==> src/rtl/link_bridge_pkg.sv <==
package link_bridge_pkg;

  localparam logic [7:0] OFS_BYTE  = 8'h01;
  localparam logic [7:0] OFS_CTRL  = 8'h10;
  localparam logic [7:0] OFS_TXLVL = 8'h14;
  localparam logic [7:0] OFS_RXLVL = 8'h18;
  localparam logic [7:0] OFS_WIDE  = 8'h1C;

  localparam int unsigned LANES = 4;

  localparam logic [3:0] BE_BYTE = 4'b0001;
  localparam logic [3:0] BE_HALF = 4'b0011;
  localparam logic [3:0] BE_WORD = 4'b1111;

  typedef enum logic [1:0] {
    ACC_NONE,
    ACC_BYTE,
    ACC_WIDE
  } acc_kind_e;

  // Number of bytes an access moves, from its byte enables
  function automatic logic [2:0] be_bytes(input logic [3:0] be);
    case (be)
      BE_BYTE: be_bytes = 3'd1;
      BE_HALF: be_bytes = 3'd2;
      BE_WORD: be_bytes = 3'd4;
      default: be_bytes = 3'd0;
    endcase
  endfunction

endpackage

==> src/rtl/lb_fifo.sv <==
module lb_fifo #(
  parameter int unsigned DEPTH  = 64,   // power of two
  parameter int unsigned PUSH_L = 1,
  parameter int unsigned POP_L  = 1
) (
  input  logic                          clk,
  input  logic                          rst_n,
  input  logic                          flush,
  input  logic [$clog2(PUSH_L+1)-1:0]   push_n,
  input  logic [PUSH_L*8-1:0]           push_data,
  input  logic [$clog2(POP_L+1)-1:0]    pop_n,
  output logic [POP_L*8-1:0]            pop_data,
  output logic [$clog2(DEPTH):0]        count
);

  localparam int unsigned AW  = $clog2(DEPTH);
  localparam int unsigned CW  = AW + 1;
  localparam int unsigned PNW = $clog2(PUSH_L + 1);

  logic [7:0]    mem [DEPTH];
  logic [AW-1:0] wptr_q, wptr_d;
  logic [AW-1:0] rptr_q, rptr_d;
  logic [CW-1:0] count_q, count_d;
  logic          ptr_en;

  // next state
  always_comb begin
    if (flush) begin
      wptr_d  = '0;
      rptr_d  = '0;
      count_d = '0;
    end else begin
      wptr_d  = wptr_q + AW'(push_n);
      rptr_d  = rptr_q + AW'(pop_n);
      count_d = count_q + CW'(push_n) - CW'(pop_n);
    end
    ptr_en = flush | (|push_n) | (|pop_n);
  end

  // state registers
  always_ff @(posedge clk or negedge rst_n) begin
    if (!rst_n) begin
      wptr_q  <= '0;
      rptr_q  <= '0;
      count_q <= '0;
    end else if (ptr_en) begin
      wptr_q  <= wptr_d;
      rptr_q  <= rptr_d;
      count_q <= count_d;
    end
  end

  // storage, one lane per pushed byte
  always_ff @(posedge clk) begin
    for (int i = 0; i < PUSH_L; i++) begin
      if (!flush && (push_n > PNW'(i))) begin
        mem[wptr_q + AW'(i)] <= push_data[i*8 +: 8];
      end
    end
  end

  generate
    for (genvar g = 0; g < POP_L; g++) begin : g_pop
      assign pop_data[g*8 +: 8] = mem[rptr_q + AW'(g)];
    end
  endgenerate

  assign count = count_q;

  // a push never exceeds free room
  a_r9_no_overflow: assert property (@(posedge clk) disable iff (!rst_n)
    !flush |-> (int'(count_q) + int'(push_n)) <= int'(DEPTH));

  // a pop never takes more than is stored
  a_r7_no_underflow: assert property (@(posedge clk) disable iff (!rst_n)
    !flush |-> int'(pop_n) <= int'(count_q));

  // a flush leaves the FIFO empty
  a_r8_flush_empties: assert property (@(posedge clk) disable iff (!rst_n)
    flush |=> count_q == '0);

endmodule

==> src/rtl/lb_host_regs.sv <==
module lb_host_regs
  import link_bridge_pkg::*;
#(
  parameter int unsigned DEPTH = 64
) (
  input  logic                      clk,
  input  logic                      rst_n,
  input  logic [7:0]                host_addr,
  input  logic [3:0]                host_be,
  input  logic                      host_wr,
  input  logic                      host_rd,
  input  logic [2:0]                ctl_wbits,
  output logic [31:0]               host_rdata,
  output logic                      host_rvalid,
  input  logic [$clog2(DEPTH):0]    tx_count,
  input  logic [$clog2(DEPTH):0]    rx_count,
  input  logic [LANES*8-1:0]        rx_pop_data,
  output logic [2:0]                tx_push_n,
  output logic [2:0]                rx_pop_n,
  output logic                      ctl_rst
);

  localparam int unsigned CW = $clog2(DEPTH) + 1;
  localparam logic [CW-1:0] DEPTH_C = CW'(DEPTH);

  acc_kind_e     kind;
  logic [2:0]    req_n;
  logic          data_wr, data_rd, ctrl_wr;
  logic [CW-1:0] tx_free, rx_avail, tx_lvl, rx_lvl;
  logic [2:0]    take;
  logic          ovf_set, udf_set;
  logic [31:0]   rd_pack, rdata_d;

  logic          ctl_q, ovf_q, udf_q;
  logic          ctl_d, ovf_d, udf_d;
  logic [31:0]   rdata_q;
  logic          rvalid_q;

  // decode
  always_comb begin
    if (host_addr == OFS_BYTE && host_be == BE_BYTE) begin
      kind = ACC_BYTE;
    end else if (host_addr == OFS_WIDE && (host_be == BE_HALF || host_be == BE_WORD)) begin
      kind = ACC_WIDE;
    end else begin
      kind = ACC_NONE;
    end
    req_n   = (kind == ACC_NONE) ? 3'd0 : be_bytes(host_be);
    data_wr = host_wr && (kind != ACC_NONE);
    data_rd = host_rd && !host_wr && (kind != ACC_NONE);
    ctrl_wr = host_wr && (host_addr == OFS_CTRL) && host_be[0];
  end

  // FIFO room and data, gated by the module reset
  always_comb begin
    tx_lvl   = ctl_q ? '0 : tx_count;
    rx_lvl   = ctl_q ? '0 : rx_count;
    tx_free  = DEPTH_C - tx_lvl;
    rx_avail = rx_lvl;

    ovf_set   = data_wr && !ctl_q && (CW'(req_n) > tx_free);
    tx_push_n = (data_wr && !ctl_q && !ovf_set) ? req_n : 3'd0;

    if (CW'(req_n) <= rx_avail) begin
      take = req_n;
    end else begin
      take = rx_avail[2:0];
    end
    udf_set  = data_rd && (CW'(req_n) > rx_avail);
    rx_pop_n = data_rd ? take : 3'd0;
  end

  // read data assembly
  always_comb begin
    rd_pack = '0;
    for (int i = 0; i < LANES; i++) begin
      if (3'(i) < take) begin
        rd_pack[i*8 +: 8] = rx_pop_data[i*8 +: 8];
      end
    end
    rdata_d = '0;
    if (data_rd) begin
      rdata_d = rd_pack;
    end else if (host_addr == OFS_CTRL) begin
      rdata_d = {29'd0, udf_q, ovf_q, ctl_q};
    end else if (host_addr == OFS_TXLVL && host_be == BE_HALF) begin
      rdata_d = {16'd0, 16'(tx_lvl)};
    end else if (host_addr == OFS_RXLVL && host_be == BE_HALF) begin
      rdata_d = {16'd0, 16'(rx_lvl)};
    end
  end

  // control and sticky next state
  always_comb begin
    ctl_d = ctrl_wr ? ctl_wbits[0] : ctl_q;
    ovf_d = ovf_q;
    udf_d = udf_q;
    if (ctrl_wr && ctl_wbits[1]) ovf_d = 1'b0;
    if (ctrl_wr && ctl_wbits[2]) udf_d = 1'b0;
    if (ovf_set) ovf_d = 1'b1;
    if (udf_set) udf_d = 1'b1;
  end

  always_ff @(posedge clk or negedge rst_n) begin
    if (!rst_n) begin
      ctl_q    <= 1'b0;
      ovf_q    <= 1'b0;
      udf_q    <= 1'b0;
      rvalid_q <= 1'b0;
      rdata_q  <= '0;
    end else begin
      ctl_q    <= ctl_d;
      ovf_q    <= ovf_d;
      udf_q    <= udf_d;
      rvalid_q <= host_rd;
      if (host_rd) begin
        rdata_q <= rdata_d;
      end
    end
  end

  assign host_rdata  = rdata_q;
  assign host_rvalid = rvalid_q;
  assign ctl_rst     = ctl_q;

  // overflow flag holds until cleared by software
  a_r6_ovf_sticky: assert property (@(posedge clk) disable iff (!rst_n)
    ovf_q && !(ctrl_wr && ctl_wbits[1]) |=> ovf_q);

  // underflow flag holds until cleared by software
  a_r7_udf_sticky: assert property (@(posedge clk) disable iff (!rst_n)
    udf_q && !(ctrl_wr && ctl_wbits[2]) |=> udf_q);

  // read data is marked valid one cycle after the strobe
  a_r2_rvalid_follows: assert property (@(posedge clk) disable iff (!rst_n)
    host_rd |=> host_rvalid);

endmodule

==> src/rtl/link_fifo_bridge.sv <==
module link_fifo_bridge
  import link_bridge_pkg::*;
#(
  parameter int unsigned DEPTH = 64
) (
  input  logic        clk,
  input  logic        rst_n,
  input  logic [7:0]  host_addr,
  input  logic [3:0]  host_be,
  input  logic        host_wr,
  input  logic        host_rd,
  input  logic [31:0] host_wdata,
  output logic [31:0] host_rdata,
  output logic        host_rvalid,
  output logic        tx_valid,
  input  logic        tx_ready,
  output logic [7:0]  tx_data,
  input  logic        rx_valid,
  output logic        rx_ready,
  input  logic [7:0]  rx_data,
  output logic        mod_reset
);

  localparam int unsigned CW = $clog2(DEPTH) + 1;
  localparam logic [CW-1:0] DEPTH_C = CW'(DEPTH);

  logic [1:0]          rst_sync_q;
  logic                rst_ns;
  logic                ctl_rst;
  logic [2:0]          tx_push_n, rx_pop_n;
  logic [CW-1:0]       tx_count, rx_count;
  logic [7:0]          tx_head;
  logic [LANES*8-1:0]  rx_pop_data;
  logic                tx_pop, rx_push;

  // reset: asserted at once, released on the clock
  always_ff @(posedge clk or negedge rst_n) begin
    if (!rst_n) begin
      rst_sync_q <= 2'b00;
    end else begin
      rst_sync_q <= {rst_sync_q[0], 1'b1};
    end
  end
  assign rst_ns = rst_sync_q[1];

  lb_host_regs #(.DEPTH(DEPTH)) u_regs (
    .clk         (clk),
    .rst_n       (rst_ns),
    .host_addr   (host_addr),
    .host_be     (host_be),
    .host_wr     (host_wr),
    .host_rd     (host_rd),
    .ctl_wbits   (host_wdata[2:0]),
    .host_rdata  (host_rdata),
    .host_rvalid (host_rvalid),
    .tx_count    (tx_count),
    .rx_count    (rx_count),
    .rx_pop_data (rx_pop_data),
    .tx_push_n   (tx_push_n),
    .rx_pop_n    (rx_pop_n),
    .ctl_rst     (ctl_rst)
  );

  // link handshakes
  always_comb begin
    tx_valid = !ctl_rst && (tx_count != '0);
    tx_pop   = tx_valid && tx_ready;
    rx_ready = !ctl_rst && (rx_count != DEPTH_C);
    rx_push  = rx_valid && rx_ready;
  end

  lb_fifo #(.DEPTH(DEPTH), .PUSH_L(LANES), .POP_L(1)) u_txq (
    .clk       (clk),
    .rst_n     (rst_ns),
    .flush     (ctl_rst),
    .push_n    (tx_push_n),
    .push_data (host_wdata),
    .pop_n     (tx_pop),
    .pop_data  (tx_head),
    .count     (tx_count)
  );

  lb_fifo #(.DEPTH(DEPTH), .PUSH_L(1), .POP_L(LANES)) u_rxq (
    .clk       (clk),
    .rst_n     (rst_ns),
    .flush     (ctl_rst),
    .push_n    (rx_push),
    .push_data (rx_data),
    .pop_n     (rx_pop_n),
    .pop_data  (rx_pop_data),
    .count     (rx_count)
  );

  assign tx_data   = tx_head;
  assign mod_reset = ctl_rst;

  // a stalled transmit byte stays put unless reset is being written
  a_r10_tx_hold: assert property (@(posedge clk) disable iff (!rst_ns)
    tx_valid && !tx_ready && !(host_wr && host_addr == OFS_CTRL && host_be[0] && host_wdata[0])
    |=> tx_valid && $stable(tx_data));

endmodule

==> config.mk <==
export PLATFORM = sky130hd
export DESIGN_NAME = link_fifo_bridge
export DESIGN_NICKNAME = d
export VERILOG_FILES = /design/src/rtl/link_bridge_pkg.sv /design/src/rtl/lb_fifo.sv /design/src/rtl/lb_host_regs.sv /design/src/rtl/link_fifo_bridge.sv
export SDC_FILE = /design/constraint.sdc
export NUM_CORES = 2
export LEC_CHECK = 0
export BUFFER_PORTS_ARGS = -buffer_cell sky130_fd_sc_hd__buf_4
export CORE_MARGIN = 2
export CORE_UTILIZATION = 28
export CTS_CLUSTER_SIZE = 28
export DETAILED_ROUTE_END_ITERATION = 8
export GPL_TIMING_DRIVEN = 0
export PLACE_DENSITY_LB_ADDON = 0.15
export SLEW_MARGIN = 20
export SYNTH_ARGS = -nofsm -noshare
export SYNTH_HDL_FRONTEND = slang
export SYNTH_SLANG_ARGS = --single-unit
==> constraint.sdc <==
create_clock -name clk -period 4.25 [get_ports clk]
set_clock_uncertainty 0.05 [all_clocks]
set_input_delay 0.85 -clock clk [delete_from_list [all_inputs] [get_ports clk]]
set_output_delay 0.85 -clock clk [all_outputs]
set_load 0.02 [all_outputs]
==> flow_summary.yaml <==
run_status:
  status: "complete, but fails checks"
  failed_checks: "max-capacitance violations, max-slew violations, negative setup slack"
detailed_routing:
  routed_wl_um: 451000
  via_per_inst: 6.72
  dr.pass1.iters: 8
  post_drt_wl_per_cell_um: 44.5
  dr.first_iter.drc_count: 11300
  vias: 68200
  drt.antenna.violating_nets: 0
  drc_errors: 0
setup_path:
  crit_family: "compound AO/OA/AOI/OAI gates"
  cpMostUsedCell: "ha_4"
  cp-end-kind: "flop"
  worstSetupStartpointType: "flop"
  cpMaxStageDelayCell: "dfrtp_2"
  worstPathRequired_ns: 4.98
  max_stage_delay_ns: 0.45
  worst-setup-path-type: "flop to flop"
  path_buf_inv: 10
  worstPathMaxFanout: 3
  arrival_ns: 5.62
global_routing:
  grt_pass1_vias: 64500
  grt_pass1_wl_um: 597000
  grt_max_degree: 65
  grt_usage: 0.316
  grt_overflow: 0
  antenna_found_initial: 37
clock_network:
  h-tree-depth: 4
  clockBufferDepth: 3
  clkLatencyLatePin_ns: 0.85
  cts.sinks: 1100
  cts_buffers: 141
  cts_root_buffer: "clkbuf_16"
  cts_tree: "built"
  clk_pin_slew_ns: 0.07
timing:
  setup_viol: 876
  grt_setup_unrepaired: "true"
  worst_pin_slew_ns: 1.65
  fmax_mhz: 204
  slew_headroom: -0.0986
  period_minus_slack_ns: 4.89
  hold_viol_final: 0
  worst_slack_ns: -0.645
  slew_violations: 11
  timing.final.crit_share: 1.15
yosys:
  ys_seq_area_frac: 0.427
  ys_warn_count: 0
  synth_nets: 6108
  synth_fa_ha_area_frac: 0.00776
  synth_compound_area_frac: 0.174
  synth_top_family_by_area: "multiplexers"
  synth_edf_count: 1024
  synth-simple-area-share: 0.0509
  netlist_instances: 6005
  synth-seq-cells: 1100
  synthMuxAreaShare: 0.295
  synth_area_per_cell_um2: 12.7
  synth-main-ff-cell: "edfxtp_1"
  synth_area_um2: 76500
  synth-xor-area-share: 0.00378
  synthArstFlopShare: 0.0691
  synth.distinct_cells: 80
cells_and_area:
  drive_gt1_frac: 0.334
  fin_nets: 6548
  ff_latch_area_um2: 32700
  fin_util: 0.348
  multi_input_area_um2: 44200
  stdcell_area_um2: 94300
  final_common_cell: "edfxtp_1"
  nFillCells: 26300
  syn_to_final_growth_pct: 23.4
  final_cell_mix: "1024 x edfxtp_1, 803 x mux4_2, 413 x o22ai_1"
place:
  io_buffers: 77
  dpl.hpwl_um: 331000
  gp_congestion: 1.09
  placed_area_um2: 83500
  place_ws_ns: -4.14
pwr:
  p_leak_nw: 32.7
  power_density_nw_per_um2: 275
  power_mw: 25.9
  irDropWorstVdd_mv: 0.466
worst_hold_path:
  hold_path.class: "input port to flop"
die:
  die_h_um: 527
  coreArea_um2: 271000
  rows: 191
  chipWidth_um: 527
  io-pin-count: 102
  die_area_um2: 277000
  initial_core_util: 0.282
flow_run:
  drv_cap: 1
==> through the flow <==
stage,instances,hold WS (ns),setup TNS (ns)
global route,10100,0.132,-306.82
floorplan,6005,0.281,-478.24
finish,10100,0.151,-261.28
global placement,9652,0.288,-3060.02
CTS,10100,0.0790,-203.46
detailed placement,9712,0.293,-2616.26
==> power breakdown <==
group | switching (mW) | internal, mW | total, mW
registers | 0.0127 | 11.8 | 11.9
clock network | 5.48 | 6.97 | 12.5
logic | 1.17 | 0.467 | 1.63
total | 6.66 | 19.3 | 25.9
==> logic make-up (layout without fill, tap and decap cells) <==
family	count (synthesis)	after routing
XOR/XNOR	33	33
buffers and inverters	823	1374
multiplexers	1248	1248
adder cells (fa/ha/maj)	45	45
AND/OR/NAND/NOR	762	762
AO/OA/AOI/OAI	1993	1993
flip-flops	1100	1100
other	1	20
==> final timing paths <==
| check | start | end | slack, ns | depth (start not counted) |
|---|---|---|---|---|
| worst max-delay path | u_regs.ctl_rst | u_txq.count[6] | -0.64 | 28 |
| worst max register to register | u_regs.ctl_rst | u_txq.count[6] | -0.64 | 28 |
| min in group asynchronous | rst_n | rst_sync_q[0] | 0.27 | 2 |
| max in group asynchronous | rst_sync_q[1] | u_txq.rptr_q[1] | 3.13 | 1 |
| worst min-delay path | host_rd | u_regs.host_rvalid | 0.15 | 1 |
| worst min register to register | rst_sync_q[0] | rst_sync_q[1] | 0.31 | 0 |
==> layer usage <==
layer,global-route usage,part of all wire,vias to the layer above
met5,0,0.00030,-
met4,0.215,0.081,20
met3,0.0950,0.11,1347
met2,0.472,0.44,5536
met1,0.392,0.37,35400
li1,-,-,25900
==> area by class of cell <==
type	count	share of cell area
multi-input combinational	4082	0.468
sequential	1100	0.346
tap	3570	0.0473
buffer	711	0.0458
clock buffer	174	0.0392
timing repair buffer	336	0.0388
clock inverter	80	0.0108
inverter	73	0.00305
antenna	19	0.000504
==> flip-flops by register name (all words and copies together) (netlist names) <==
| name | flops |
|---|---|
| u_regs.host_rdata | 32 |
| u_regs.ovf_q | 1 |
| u_txq.mem | 512 |
| u_rxq.mem | 512 |
| u_regs.ctl_rst | 1 |
| u_txq.count | 7 |
| u_txq.rptr_q | 6 |
| rst_sync_q | 2 |
| u_rxq.rptr_q | 6 |
| u_regs.host_rvalid | 1 |
| u_regs.udf_q | 1 |
| u_rxq.wptr_q | 6 |
| u_txq.wptr_q | 6 |
| u_rxq.count | 7 |
==> worst register-to-register path: cells and delay by family, from the launching register on <==
kind	cells	cell delay, ns
AND/OR/NAND/NOR	6	0.85
multiplexers	1	0.20
flip-flops	1	0.45
AO/OA/AOI/OAI	6	1.12
adder cells (fa/ha/maj)	5	1.09
buffers and inverters	10	1.06
==> synth_stat cells, drive strengths merged (15+ instances only) <==
cell       n  area, um^2
ha        41         513
mux4     803       18100
nand3     98         656
nor4      27         181
a21o     385        2890
clkbuf   603        2260
xor2      16         140
dfrtp     76        1900
o22ai    418        2620
nor3      39         200
edfxtp  1024       30700
or3       21         131
inv       72         270
o41ai    112         981
o221ai    42         368
a21oi    426        2130
o21ai    218        1090
mux2      29         327
and3      15        93.8
nor2b     40         250
or4       47         353
nand4     31         194
a21boi    42         315
nand2    204         768
o211ai   245        1930
xnor2     17         149
nor2     194         733
buf      147         592
mux2i    416        4160
==> repair_timing <==
| action | CTS | global route |
|---|---|---|
| gates resized for setup | 837 | 246 |
| buffers inserted | 141 | 58 |
| hold buffers | 1 | 0 |
| endpoints found under the setup margin | 1154 | 1076 |
| pin swaps | 136 | 62 |
| cloned | 1 | 1 |
| endpoints found under the hold margin | 2 | 0 |
Power figures use the tool's default switching activity.
